`src/rtl/pgw_pkg.sv`:
```
package pgw_pkg;
    localparam int LIN_W   = 32;
    localparam int DIR_W   = 10;
    localparam int TBL_W   = 10;
    localparam int OFF_W   = LIN_W - DIR_W - TBL_W;
    localparam int FRAME_W = LIN_W - OFF_W;
    localparam int ENT_W   = 32;
    localparam int LVLS    = 2;

    localparam int BIT_P  = 0;
    localparam int BIT_RW = 1;
    localparam int BIT_US = 2;
    localparam int BIT_A  = 5;
    localparam int BIT_D  = 6;

    typedef enum logic [2:0] {
        S_IDLE   = 3'd0,
        S_RD_DIR = 3'd1,
        S_RD_TBL = 3'd2,
        S_WR_DIR = 3'd3,
        S_WR_TBL = 3'd4,
        S_RESP   = 3'd5
    } walk_st_e;

    typedef enum logic [1:0] {
        FC_NONE    = 2'd0,
        FC_ABSENT  = 2'd1,
        FC_WRPROT  = 2'd2,
        FC_USRPROT = 2'd3
    } fault_e;

    typedef struct packed {
        walk_st_e           st;
        logic [LIN_W-1:0]   laddr;
        logic               is_wr;
        logic               is_usr;
        logic [FRAME_W-1:0] frame;
        logic [ENT_W-1:0]   dent;
        logic [ENT_W-1:0]   dent_new;
        logic [ENT_W-1:0]   tent_new;
        logic               tent_need;
        logic               fault;
        fault_e             cause;
        logic [LIN_W-1:0]   paddr;
    } walk_ctx_t;
endpackage

```
`src/rtl/pgw_mode.sv`:
```
module pgw_mode (
    input  logic paging_i,
    input  logic protect_i,
    output logic xlate_on_o
);
    // translation needs both enables; paging without protection behaves as off
    always_comb begin
        xlate_on_o = paging_i & protect_i;
    end
endmodule

```
`src/rtl/pgw_perm.sv`:
```
module pgw_perm
    import pgw_pkg::*;
(
    input  logic [2:0] dir_flags_i,
    input  logic [2:0] tbl_flags_i,
    input  logic       is_wr_i,
    input  logic       is_usr_i,
    output fault_e     cause_o
);
    logic both_present;
    logic both_user;
    logic both_writable;

    always_comb begin
        both_present  = dir_flags_i[BIT_P]  & tbl_flags_i[BIT_P];
        both_user     = dir_flags_i[BIT_US] & tbl_flags_i[BIT_US];
        both_writable = dir_flags_i[BIT_RW] & tbl_flags_i[BIT_RW];
        if (!both_present) begin
            cause_o = FC_ABSENT;
        end else if (is_usr_i && !both_user) begin
            cause_o = FC_USRPROT;
        end else if (is_usr_i && is_wr_i && !both_writable) begin
            cause_o = FC_WRPROT;
        end else begin
            cause_o = FC_NONE;
        end
    end
endmodule

```
`src/rtl/pgw_entry_upd.sv`:
```
module pgw_entry_upd
    import pgw_pkg::*;
(
    input  logic [ENT_W-1:0] ent_i,
    input  logic             mark_dirty_i,
    output logic [ENT_W-1:0] ent_o,
    output logic             need_o
);
    logic [ENT_W-1:0] set_mask;

    always_comb begin
        set_mask        = '0;
        set_mask[BIT_A] = 1'b1;
        set_mask[BIT_D] = mark_dirty_i;
        ent_o           = ent_i | set_mask;
        need_o          = (ent_o != ent_i);
    end
endmodule

```
`src/rtl/lin2phys_walker.sv`:
```
module lin2phys_walker
    import pgw_pkg::*;
(
    input  logic               clk,
    input  logic               rst_n,
    input  logic               ctl_paging,
    input  logic               ctl_protect,
    input  logic [FRAME_W-1:0] dir_frame,
    input  logic               req_valid,
    output logic               req_ready,
    input  logic [LIN_W-1:0]   req_laddr,
    input  logic               req_write,
    input  logic               req_user,
    output logic               rsp_valid,
    output logic               rsp_fault,
    output logic [1:0]         rsp_cause,
    output logic [LIN_W-1:0]   rsp_paddr,
    output logic [LIN_W-1:0]   rsp_fault_addr,
    output logic               mem_req,
    output logic               mem_we,
    output logic [LIN_W-1:0]   mem_addr,
    output logic [ENT_W-1:0]   mem_wdata,
    input  logic               mem_ack,
    input  logic [ENT_W-1:0]   mem_rdata
);
    walk_ctx_t c_d, c_q;

    logic xlate_on;
    fault_e chk_cause;
    logic [LIN_W-1:0] dir_addr;
    logic [LIN_W-1:0] tbl_addr;
    logic [DIR_W-1:0] dir_idx;
    logic [TBL_W-1:0] tbl_idx;
    logic [OFF_W-1:0] pg_off;

    logic [ENT_W-1:0] upd_in   [LVLS];
    logic             upd_mark [LVLS];
    logic [ENT_W-1:0] upd_out  [LVLS];
    logic             upd_need [LVLS];

    pgw_mode u_mode (
        .paging_i   (ctl_paging),
        .protect_i  (ctl_protect),
        .xlate_on_o (xlate_on)
    );

    pgw_perm u_perm (
        .dir_flags_i (c_q.dent[2:0]),
        .tbl_flags_i (mem_rdata[2:0]),
        .is_wr_i     (c_q.is_wr),
        .is_usr_i    (c_q.is_usr),
        .cause_o     (chk_cause)
    );

    // level 0 = directory entry (held), level 1 = table entry (arriving)
    always_comb begin
        upd_in[0]   = c_q.dent;
        upd_mark[0] = 1'b0;
        upd_in[1]   = mem_rdata;
        upd_mark[1] = c_q.is_wr;
    end

    for (genvar g = 0; g < LVLS; g++) begin : g_upd
        pgw_entry_upd u_upd (
            .ent_i        (upd_in[g]),
            .mark_dirty_i (upd_mark[g]),
            .ent_o        (upd_out[g]),
            .need_o       (upd_need[g])
        );
    end

    always_comb begin
        dir_idx  = c_q.laddr[LIN_W-1 -: DIR_W];
        tbl_idx  = c_q.laddr[OFF_W +: TBL_W];
        pg_off   = c_q.laddr[OFF_W-1:0];
        dir_addr = {c_q.frame, dir_idx, 2'b00};
        tbl_addr = {c_q.dent[ENT_W-1 -: FRAME_W], tbl_idx, 2'b00};
    end

    always_comb begin
        c_d       = c_q;
        req_ready = 1'b0;
        rsp_valid = 1'b0;
        mem_req   = 1'b0;
        mem_we    = 1'b0;
        mem_addr  = '0;
        mem_wdata = '0;
        case (c_q.st)
            S_IDLE: begin
                req_ready = 1'b1;
                if (req_valid) begin
                    c_d.laddr     = req_laddr;
                    c_d.is_wr     = req_write;
                    c_d.is_usr    = req_user;
                    c_d.frame     = dir_frame;
                    c_d.fault     = 1'b0;
                    c_d.cause     = FC_NONE;
                    c_d.tent_need = 1'b0;
                    c_d.paddr     = req_laddr;
                    c_d.st        = xlate_on ? S_RD_DIR : S_RESP;
                end
            end
            S_RD_DIR: begin
                mem_req  = 1'b1;
                mem_addr = dir_addr;
                if (mem_ack) begin
                    c_d.dent = mem_rdata;
                    if (!mem_rdata[BIT_P]) begin
                        c_d.fault = 1'b1;
                        c_d.cause = FC_ABSENT;
                        c_d.st    = S_RESP;
                    end else begin
                        c_d.st = S_RD_TBL;
                    end
                end
            end
            S_RD_TBL: begin
                mem_req  = 1'b1;
                mem_addr = tbl_addr;
                if (mem_ack) begin
                    if (chk_cause != FC_NONE) begin
                        c_d.fault = 1'b1;
                        c_d.cause = chk_cause;
                        c_d.st    = S_RESP;
                    end else begin
                        c_d.paddr     = {mem_rdata[ENT_W-1 -: FRAME_W], pg_off};
                        c_d.dent_new  = upd_out[0];
                        c_d.tent_new  = upd_out[1];
                        c_d.tent_need = upd_need[1];
                        if (upd_need[0]) begin
                            c_d.st = S_WR_DIR;
                        end else if (upd_need[1]) begin
                            c_d.st = S_WR_TBL;
                        end else begin
                            c_d.st = S_RESP;
                        end
                    end
                end
            end
            S_WR_DIR: begin
                mem_req   = 1'b1;
                mem_we    = 1'b1;
                mem_addr  = dir_addr;
                mem_wdata = c_q.dent_new;
                if (mem_ack) begin
                    c_d.st = c_q.tent_need ? S_WR_TBL : S_RESP;
                end
            end
            S_WR_TBL: begin
                mem_req   = 1'b1;
                mem_we    = 1'b1;
                mem_addr  = tbl_addr;
                mem_wdata = c_q.tent_new;
                if (mem_ack) begin
                    c_d.st = S_RESP;
                end
            end
            S_RESP: begin
                rsp_valid = 1'b1;
                c_d.st    = S_IDLE;
            end
            default: begin
                c_d.st = S_IDLE;
            end
        endcase
    end

    always_ff @(posedge clk or negedge rst_n) begin
        if (!rst_n) begin
            c_q <= '0;
        end else begin
            c_q <= c_d;
        end
    end

    always_comb begin
        rsp_fault      = c_q.fault;
        rsp_cause      = c_q.cause;
        rsp_paddr      = c_q.paddr;
        rsp_fault_addr = c_q.laddr;
    end
endmodule

```
`config.mk`:
```
export PLATFORM = sky130hd
export DESIGN_NAME = lin2phys_walker
export DESIGN_NICKNAME = d
export VERILOG_FILES = /design/src/rtl/pgw_pkg.sv /design/src/rtl/pgw_mode.sv /design/src/rtl/pgw_perm.sv /design/src/rtl/pgw_entry_upd.sv /design/src/rtl/lin2phys_walker.sv
export SDC_FILE = /design/constraint.sdc
export NUM_CORES = 1
export LEC_CHECK = 0
export BUFFER_PORTS_ARGS = -buffer_cell sky130_fd_sc_hd__buf_2
export CAP_MARGIN = 20
export CORE_MARGIN = 2
export CORE_UTILIZATION = 50
export CTS_BUF_LIST = sky130_fd_sc_hd__clkbuf_8
export CTS_CLUSTER_SIZE = 12
export DETAILED_ROUTE_END_ITERATION = 16
export GPL_TIMING_DRIVEN = 0
export PLACE_DENSITY = 0.85
export SETUP_SLACK_MARGIN = 0.02
export SYNTH_ARGS = -nofsm -noshare
export SYNTH_HDL_FRONTEND = slang
export SYNTH_SLANG_ARGS = --single-unit
```
`constraint.sdc`:
```
create_clock -name clk -period 2.32 [get_ports clk]
set_input_delay 0.464 -clock clk [delete_from_list [all_inputs] [get_ports clk]]
set_output_delay 0.464 -clock clk [all_outputs]
set_load 0.01 [all_outputs]
```
==> key figures, run 1 <==
Power
  • P_leak: between 5 and 6 nW
  • Pwr Density: between 1000 and 1500 nW/um^2
  • Peak supply drop: 744 uV
  • Final Power: between 15 and 20 mW

Detailed routing
  • Via/cell ratio: between 5 and 6
  • Via count: about 6200
  • DRT Pass-1 Iters: 4
  • Post-route DRC: 0
  • Post-Route WL: ~25000 um
  • Routed Antenna Nets: 0
  • First DRT Iteration DRCs: around 260
  • DR WL/cell: roughly 21 um

Worst hold path
  • Hold WC Path Type: primary input to register
  • Hold Startpoint: dir_frame[14]

Clocking
  • CTS H-tree depth: 4
  • CTS sink cnt: between 150 and 200
  • CTS root buf: clkbuf_8
  • Clk buf depth: 2
  • Clock latency on the worst-skew pair: 0.48 ns
  • Clock slew at reported path FFs: approximately 0.11 ns
  • CTS buffer count: 17
  • CTS tree: yes

Global routing
  • First-pass GRT wire length: about 38000 um
  • Tot GR Track Use: between 20% and 30%
  • Vias in the first global route: about 6600
  • Grt met3 use: under 10%
  • Largest net degree at the start of global routing: approximately 100
  • Met2 usage: 42.6%
  • Global route overflow: 0
  • GRT met1 Usage: between 30% and 40%
  • Initial antenna violation count: 3
  • Most used routing layer: met2

Placement
  • Port bufs: 224
  • Dpl hpwl: roughly 17000 um
  • Gpl congestion: 0.845

Yosys
  • #FFs+latches synth: ~190
  • Yosys warning total: 0
  • Share of the yosys chip area belonging to registers: 52.2%
  • Post-synth EDFFs: 0
  • Syn Inst Count: approximately 640
  • Synth area leaders: dfrtp_1, mux2_2, mux2_4
  • Most frequent cell after synthesis: dfrtp_1
  • Dominant synthesized flop cell: dfrtp_1
  • Synth top area share: 52.2%
  • Synth top cells by count: dfrtp_1, mux2_2, buf_4
  • Ys async rst share: 100%
  • Mapped cell area: 9010 um^2
  • Library cells used by synthesis: 46
  • Mapped Avg Cell Area: between 10 and 15 um^2
  • Yosys top cell by area: dfrtp_1

STA
  • Setup slack after layout: -0.106 ns
  • Layout Skew: roughly 0.02 ns
  • Final Cycle Share: 105%
  • RSZ-0062 raised after global routing: yes
  • WHS: a little over 0.2 ns
  • Crit path time final: about 2.4 ns
  • Final hold vios: 0
  • Slew Limit Fails: 0
  • F_max: roughly 0.41 GHz
  • # setup viols final: 55
  • Least-Margin Pin Slew: about 0.69 ns
  • Slew headroom: between 50% and 60%

Floorplan
  • Die area: 19100 um^2
  • Core footprint: around 18000 um^2
  • Site Rows: just under 50
  • Chip Width: 138 um
  • Die Span Y: 138 um
  • I/O pin count: roughly 230
  • Initial core utilization: between 50 and 60%

Final layout
  • Nets: around 1000
  • Filler cells: 1372
  • Area Growth Syn to Fin: 28.3%
  • Layout cells sized above 1: approximately 66%
  • Final core occ: roughly two thirds

Critical path
  • Setup crit start: c_q[187]$_DFFE_PN0P_
  • Max Fanout on Critical Path: 6
  • Critical Path AT: a little under 2 ns
  • CP required: 1.86 ns
  • Worst Setup Start Kind: register
  • FF-to-FF Start: c_q[188]$_DFFE_PN0P_
  • CP Capture Type: output port
  • Setup Crit Path Kind: register to output port

Status
  • Failing checks: setup timing
  • Status: finished with violations

Run
  • Maxcap violations: 0
==> per-stage QoR <==
stage	setup TNS, ns	setup WS (ns)	cell area (um^2)	cells
2_1_floorplan	0	0.324	9010	637
3_3_place_gp	-441.57	-2.30	10400	1090
3_5_place_dp	-13.38	-0.419	10500	1091
4_1_cts	-1.52	-0.0777	11400	1143
5_1_grt	-7.08	-0.176	11600	1153
6_report	-2.30	-0.106	11600	1153
==> worst paths after layout <==
kind	endpoint	slack, ns	cells past startpoint
min	c_q[146]$_DFFE_PN0P_	0.21	2
max	mem_addr[31]	-0.11	8
max reg2reg	rsp_paddr[17]$_DFFE_PN0P_	0.09	7
min reg2reg	c_q[36]$_DFFE_PN0P_	0.48	1
max in group asynchronous	c_q[109]$_DFFE_PN0P_	0.81	3
min in group asynchronous	rsp_paddr[27]$_DFFE_PN0P_	0.55	2
==> flip-flops by register name, summed over array words and instances (netlist names) <==
register        cells
c_q               121
rsp_fault_addr     32
rsp_paddr          32
rsp_cause           2
rsp_fault           1
==> what timing repair did <==
item,4_1_cts,5_1_grt
gates cloned,4,0
buffers inserted,17,10
pin swaps,8,9
endpoints found under the hold margin,3,0
resized for setup,88,15
hold buffers,1,0
endpoints found under the setup margin,78,100
==> placed cells by master (no fill, tap or decap), types with 5 or more instances in the layout <==
| cell | netlist | routed |
|---|---|---|
| buf_8 | 0 | 9 |
| mux2_4 | 55 | 55 |
| inv_1 | 4 | 5 |
| buf_4 | 74 | 94 |
| clkbuf_8 | 0 | 21 |
| a22o_1 | 62 | 62 |
| mux2_2 | 144 | 144 |
| buf_6 | 7 | 26 |
| buf_2 | 16 | 217 |
| mux2_1 | 9 | 9 |
| nand2_1 | 10 | 9 |
| nand2b_1 | 7 | 5 |
| dfrtp_1 | 188 | 186 |
==> cell type report <==
class / count / area, um^2 / share of cell area [%]
buffer: 106 / 932 / 8.07
sequential: 188 / 4710 / 40.7
antenna: 1 / 2.50 / 0.0217
tap: 229 / 287 / 2.48
inverter: 5 / 18.8 / 0.162
multi-input combinational: 336 / 3620 / 31.3
timing repair buffer: 256 / 1580 / 13.6
clock buffer: 20 / 275 / 2.38
clock inverter: 12 / 136 / 1.18
==> worst max-delay path, cell delays in order (launching register included) <==
cell       delay [ns]
dfrtp_2          0.45
buf_6            0.14
nor2_4           0.11
nand2_2          0.08
o21ai_4          0.07
buf_12           0.16
clkbuf_16        0.15
a22o_1           0.17
buf_2            0.15
==> where the power goes <==
| group | switching [mW] | internal [mW] | leakage, nW |
|---|---|---|---|
| clock network | 1.24 | 1.05 | 0.208 |
| logic | 2.94 | 4.19 | 3.29 |
| registers | 1.01 | 4.71 | 2.35 |
| total | 5.19 | 9.95 | 5.84 |
==> cell families after synthesis <==
kind of cell | after synthesis | synth area share (%)
AND/OR/NAND/NOR | 40 | 2.61
flip-flops | 188 | 52.2
AO/OA/AOI/OAI | 82 | 7.78
multiplexers | 212 | 28.7
other | 1 | 0.0416
buffers and inverters | 113 | 8.60
==> layer usage <==
metal  up-vias  routed length (um)
li1       2777                   -
met2       227               12100
met5         -                  11
met4         2                 580
met1      3171               10200
met3        48                1670
No activity file was read; power rests on OpenSTA's default activity.
==> run 2, diff against run 1 <==
- CORE_MARGIN: 2 -> 3
- RECOVER_POWER: not set -> 50
==> run 2 against run 1 <==
Net effect:
- the run still ends with setup timing left
- non-clock buffer count rose by 1
- utilization rose by 1.4 points
- via count fell by 0.71%
- total power rose by 2.4%
- clock power rose by 18%
- critical path type unchanged
- largest cell class unchanged
==> key figures, run 2 (synthesis results as in run 1) <==
Power
  • Power Internal: 10.2 mW
  • Psw: between 5 and 6 mW
  • Clock power frac: 17.4%
  • Combinational share of power: between 40% and 50%
  • P_leak: roughly 5.7 nW
  • Sequential power share: 37.0%
  • Pwr Density: approximately 1300 nW/um^2
  • Switching Fraction: between 30% and 40%
  • Peak supply drop: ~880 uV

Placement
  • Dpl hpwl: 17200 um
  • Port bufs: between 200 and 250
  • Post-placement cell area: 10500 um^2
  • Gpl congestion: between 0.8 and 0.9
  • Placement Setup Slack: -0.425 ns

Status
  • Status: finished with violations
  • Failing checks: setup timing

STA
  • Final Cycle Share: 104%
  • Least-Margin Pin Slew: ~1.1 ns
  • Crit path time final: roughly 2.4 ns
  • F_max: slightly above 0.4 GHz
  • Slew Limit Fails: 0
  • Slew headroom: just under 30%
  • # setup viols final: 62
  • RSZ-0062 raised after global routing: yes
  • Setup slack after layout: -0.104 ns
  • Final hold vios: 0
  • Layout Skew: roughly 0.014 ns

Critical path
  • Worst Setup Start Kind: register
  • CP max-delay cell: dfrtp_2
  • CP required: around 1.9 ns
  • Critical Path AT: between 1.5 and 2 ns
  • Crit path max-delay family: buffers and inverters
  • Setup Crit Path Kind: register to output port
  • Max Fanout on Critical Path: 6
  • CP Cell Sequence: buf_6 -> nor2_4 -> nand2_4 -> o21ai_4 -> buf_12 -> clkbuf_16 -> a22o_1 -> buf_2
  • Slowest stage delay, CP: around 0.46 ns
  • Worst path bufs/invs: 4
  • CP Capture Type: output port

Floorplan
  • Core footprint: approximately 17000 um^2
  • Site Rows: 48
  • Die Span Y: 140 um
  • Die area: between 15000 and 20000 um^2
  • I/O pin count: ~230
  • Initial core utilization: between 50% and 60%
  • Chip Width: between 100 and 150 um

Detailed routing
  • DRT Pass-1 Iters: 5
  • Via/cell ratio: around 5.4
  • Post-route DRC: 0
  • Via count: slightly above 6000
  • First DRT Iteration DRCs: around 270
  • Post-Route WL: between 20000 and 25000 um
  • Routed Antenna Nets: 0
  • DR WL/cell: 21.5 um

Global routing
  • Tot GR Track Use: between 20 and 30%
  • Initial antenna violation count: 0
  • Largest net degree at the start of global routing: ~110
  • Global route overflow: 0
  • Vias in the first global route: 6578
  • First-pass GRT wire length: 37600 um

Final layout
  • Nets: 1003
  • Area Growth Syn to Fin: 28.4%
  • Filler cells: 1308
  • Layout cells sized above 1: between 60% and 70%
  • Max reg flops: ~120
  • Commonest non-fill, non-tap cell in the layout: dfrtp_1
  • Final instance area: 11600 um^2
  • Register with the most flip-flops: c_q
  • Most frequent cells in the layout: dfrtp_1, buf_2, mux2_2, buf_4, a22o_1
  • Diodes inserted: 0

Clocking
  • CTS root buf: clkbuf_8
  • Clock slew at reported path FFs: 0.10 ns
  • CTS H-tree depth: 4
  • Clock latency on the worst-skew pair: 0.47 ns
  • CTS tree: yes
  • CTS sink cnt: between 150 and 200
  • CTS buffer count: 17
  • Clk buf depth: 2

Worst hold path
  • Hold WC Path Type: primary input to register

Run
  • Maxcap violations: 0
-- run 2: cell count changes in the layout (fill, tap and decap cells not counted), moves of 2 or more --
cell,change
buf_12,-3
inv_6,+2
a22o_4,+3
clkbuf_4,+6
clkinv_4,-2
bufinv_16,+4
clkbuf_1,+52
buf_4,-6
a22o_1,-3
buf_16,-2
buf_6,+8
buf_2,-54
-- run 2: cell type report --
class | count | area, um^2 | share of cell area, %
Clock buffer | 18 | 248 | 2.14
Buffer | 106 | 908 | 7.86
Timing Repair Buffer | 257 | 1500 | 13.0
Sequential cell | 188 | 4710 | 40.7
Inverter | 5 | 18.8 | 0.162
Tap cell | 225 | 282 | 2.44
Clock inverter | 14 | 251 | 2.18
Multi-Input combinational cell | 336 | 3650 | 31.5
-- run 2: worst paths after layout --
kind                                 startpoint                            end  slack, ns  depth (start not counted)
min reg2reg                 c_q[73]$_DFFE_PN0P_            c_q[73]$_DFFE_PN0P_       0.46                          1
min in group asynchronous                 rst_n  rsp_fault_addr[0]$_DFFE_PN0P_       0.74                          2
min                                dir_frame[2]           c_q[134]$_DFFE_PN0P_       0.22                          2
max reg2reg                c_q[186]$_DFFE_PN0P_           c_q[148]$_DFFE_PN0P_       0.09                          7
max                        c_q[187]$_DFFE_PN0P_                    mem_addr[5]      -0.10                          8
max in group asynchronous                 rst_n           c_q[188]$_DFFE_PN0P_       0.17                          3
-- run 2: layer usage --
metal  share of wire [%]  vias up  wire, um  track usage, %
li1                    -     2770         -               -
met1                  42     3151     10400            32.8
met2                  49      224     12100            40.9
met3                 7.3       36      1810            6.59
met4                 1.9        0       474            8.06
met5                   0        -         0               0
-- run 2: worst reg2reg max path, stage by stage, from the launching register on --
cell	delay [ns]
dfrtp_1	0.43
buf_8	0.15
buf_4	0.13
buf_4	0.13
nor4b_4	0.36
buf_4	0.29
buf_4	0.27
mux2_2	0.37
-- run 2: repair_timing --
| item | CTS | global route |
|---|---|---|
| hold buffers | 1 | 0 |
| pin swaps | 11 | 19 |
| setup buffers | 17 | 12 |
| gates resized for setup | 79 | 33 |
| endpoints found under the hold margin | 75 | 0 |
| gates cloned | 3 | 1 |
| endpoints found under the setup margin | 92 | 120 |
-- run 2: power by group through the flow --
stage                     registers (mW)  logic [mW]  clock network, mW
after floorplan                     5.40        4.32                  0
after global placement              5.69        6.04                  0
after detailed placement            5.77        6.17                  0
after CTS                           5.72        6.87               2.74
after global routing                5.92        7.55               2.86
final                               5.73        7.08               2.70
-- run 2: per-stage QoR --
stage | hold slack (ns) | instances | power [mW] | utilization, % | TNS [ns]
floorplan | 0.168 | 637 | 9.72 | - | 0
global placement | 0.444 | 1086 | 11.7 | 59.6 | -442.11
detailed placement | 0.449 | 1087 | 11.9 | 59.8 | -13.71
CTS | 0.189 | 1138 | 15.3 | 65.3 | -3.70
global route | 0.201 | 1149 | 16.3 | 66.2 | -14.17
finish | 0.219 | 1149 | 15.5 | 66.2 | -3.06
==> run 3, diff against run 2 <==
- ABC_AREA: not set -> 1
==> run 3 against run 2 <==
Net effect:
- the run still ends with setup timing left
- worst setup slack better by 0.090 ns
- via count is 33% higher
- synthesized area is 1.8% lower
- clock power is 20% lower
- register-to-register slack better by 0.20 ns
- critical endpoint is now mem_addr[22]
- largest cell class unchanged
==> key figures, run 3 <==
Status
  • Status: finished with violations
  • Failing checks: setup timing

Floorplan
  • Chip Width: roughly 140 um
  • I/O pin count: 227
  • Core footprint: around 17000 um^2
  • Initial core utilization: roughly 52%
  • Die Span Y: approximately 140 um
  • Site Rows: between 40 and 50
  • Die area: 19300 um^2

Global routing
  • Largest net degree at the start of global routing: 96
  • Vias in the first global route: 7916
  • First-pass GRT wire length: between 40000 and 50000 um
  • Tot GR Track Use: between 20 and 30%
  • Initial antenna violation count: 0
  • Global route overflow: 0

Clocking
  • Clock slew at reported path FFs: 0.09 ns
  • CTS buffer count: 17
  • CTS H-tree depth: 4
  • Hold Buf Count CTS: 0
  • CTS tree: yes
  • CTS root buf: clkbuf_8
  • Clk buf depth: 2
  • Clock latency on the worst-skew pair: around 0.46 ns
  • CTS sink cnt: roughly 190

Detailed routing
  • First DRT Iteration DRCs: 642
  • Post-Route WL: about 27000 um
  • Routed Antenna Nets: 0
  • DR WL/cell: ~18 um
  • Post-route DRC: 0
  • Via count: 8230
  • DRT Pass-1 Iters: 7
  • Via/cell ratio: about 5.3

Critical path
  • Worst path most repeated cell: nand2_4
  • CP Cell Sequence: buf_6 -> nor2_4 -> nand2_4 -> nand2_4 -> inv_6 -> buf_8 -> o22ai_4 -> buf_2
  • Setup Crit Path Kind: register to output port
  • Setup crit start: c_q[186]$_DFFE_PN0P_
  • Worst Setup Start Kind: register
  • CP max-delay cell: dfrtp_1
  • Max Fanout on Critical Path: 6
  • CP Capture Type: output port
  • CP required: roughly 1.9 ns
  • FF-to-FF Start: c_q[188]$_DFFE_PN0P_
  • Slowest stage delay, CP: approximately 0.39 ns
  • R2R depth: 7
  • Critical Path AT: 1.87 ns

Placement
  • Gpl congestion: 0.953
  • Dpl cells: 1504
  • Dpl hpwl: ~20000 um
  • Port bufs: about 220

Yosys
  • Dominant synthesized flop cell: dfrtp_1
  • Library cells used by synthesis: 23
  • Yosys top cell by area: dfrtp_1
  • Synth area leaders: dfrtp_1, nand2_1, o21ai_0
  • Most frequent cell after synthesis: nand2_1
  • Yosys warning total: 0
  • Mapped Avg Cell Area: between 8 and 9 um^2
  • Post-synth EDFFs: 0
  • Synth top cells by count: nand2_1, dfrtp_1, inv_1
  • Synth top area share: 53.2%
  • Mapped cell area: between 8000 and 9000 um^2
  • Syn Inst Count: roughly 1100
  • Ys async rst share: 100%
  • #FFs+latches synth: between 150 and 200
  • Share of the yosys chip area belonging to registers: between 50% and 60%

Power
  • Final Power: 15.8 mW
  • P_leak: 6.03 nW
  • Peak supply drop: around 660 uV
  • Pwr Density: 1410 nW/um^2

Run
  • Maxcap violations: 0

STA
  • Setup slack after layout: -0.0146 ns
  • Slew headroom: roughly 14%
  • # setup viols final: 2
  • RSZ-0062 raised after global routing: yes
  • Least-Margin Pin Slew: roughly 1.3 ns
  • Slew Limit Fails: 0
  • F_max: roughly 0.43 GHz
  • Layout Skew: roughly 0.011 ns
  • Final hold vios: 0
  • Setup TNS Final: -0.0203 ns
  • Crit path time final: around 2.3 ns
  • Final Cycle Share: 101%

Final layout
  • Register with the most flip-flops: c_q
  • Max reg flops: 121
  • Layout cells sized above 1: around 29%
  • Nets: 1407
  • Commonest non-fill, non-tap cell in the layout: nand2_1
  • Most frequent cells in the layout: nand2_1, buf_2, dfrtp_1, inv_1, o21ai_0
  • Area Growth Syn to Fin: 27.2%
  • Diodes inserted: 0
  • Final cell count without fillers: around 1500

Worst hold path
  • Hold WC Path Type: primary input to register
  • Hold Startpoint: req_write
  • Hold depth: 3
==> run 3: changes by cell type in the layout (fill, tap and decap cells not counted), sizes merged, moves of 9 or more <==
| cell | previous run | this run |
|---|---|---|
| nand2 | 10 | 301 |
| mux2 | 208 | 0 |
| o21ai | 6 | 178 |
| inv | 11 | 141 |
| nand3 | 2 | 45 |
| a22o | 62 | 30 |
| o22ai | 1 | 31 |
| buf | 294 | 303 |
| nor2 | 6 | 15 |
==> run 3: per-stage QoR <==
stage / area [um^2] / hold WS (ns) / util [%] / worst slack (ns)
after CTS: 11100 / 0.0312 / 65.6 / -0.0188
final: 11300 / 0.209 / 66.4 / -0.0146
after global routing: 11300 / 0.185 / 66.4 / -0.0798
after global placement: 10200 / 0.434 / 60.5 / -2.21
after detailed placement: 10300 / 0.443 / 60.7 / 0.0367
after floorplan: 8850 / 0.168 / - / 0.525
==> run 3: worst paths after layout <==
kind | slack (ns) | end
min | 0.21 | c_q[153]$_DFFE_PN0P_
max reg2reg | 0.29 | c_q[121]$_DFFE_PN0P_
min in group asynchronous | 0.28 | rsp_fault_addr[23]$_DFFE_PN0P_
max | -0.01 | mem_addr[22]
max in group asynchronous | 0.56 | c_q[44]$_DFFE_PN0P_
min reg2reg | 0.46 | c_q[36]$_DFFE_PN0P_
==> run 3: cell type report <==
cell class	count	area, um^2
fillers	1394	5690
well taps	220	275
repair buffers	237	1230
multi-input cells	609	3190
flip-flops and latches	188	4710
inverters	135	519
clock buffers	19	262
clock inverters	13	126
plain buffers	127	940
==> run 3: cells by family (layout without fill, tap and decap cells) <==
logic type      Yosys count  in the layout  share of synthesized area (%)
other cells               1              2                         0.0424
flops                   188            188                           53.2
buf+inv                 262            531                           14.8
compound gates          241            241                           15.4
simple gates            366            366                           16.6
==> run 3: critical path: cells and delay by family, from the launching register on <==
family | cells | cell delay, ns
AO/OA/AOI/OAI | 1 | 0.14
AND/OR/NAND/NOR | 3 | 0.40
buffers and inverters | 4 | 0.50
flip-flops | 1 | 0.39
==> run 3: power breakdown <==
part | internal, mW | switching [mW]
combinational | 3.41 | 4.81
sequential | 4.68 | 0.749
clock | 1.01 | 1.16
total | 9.09 | 6.72
==> run 3: repair_timing <==
item | 4_1_cts | 5_1_grt
pin swaps | 5 | 7
endpoints found under the setup margin | 62 | 59
cloned | 1 | 0
gates resized for setup | 87 | 31
buffers inserted | 6 | 5
==> run 3: routing by layer <==
layer	vias up	track usage (%)	wire length, um
li1	3816	-	-
met1	3904	37.1	10900
met2	446	44.4	13000
met3	64	4.93	2380
met4	0	10.0	868
met5	-	0	0
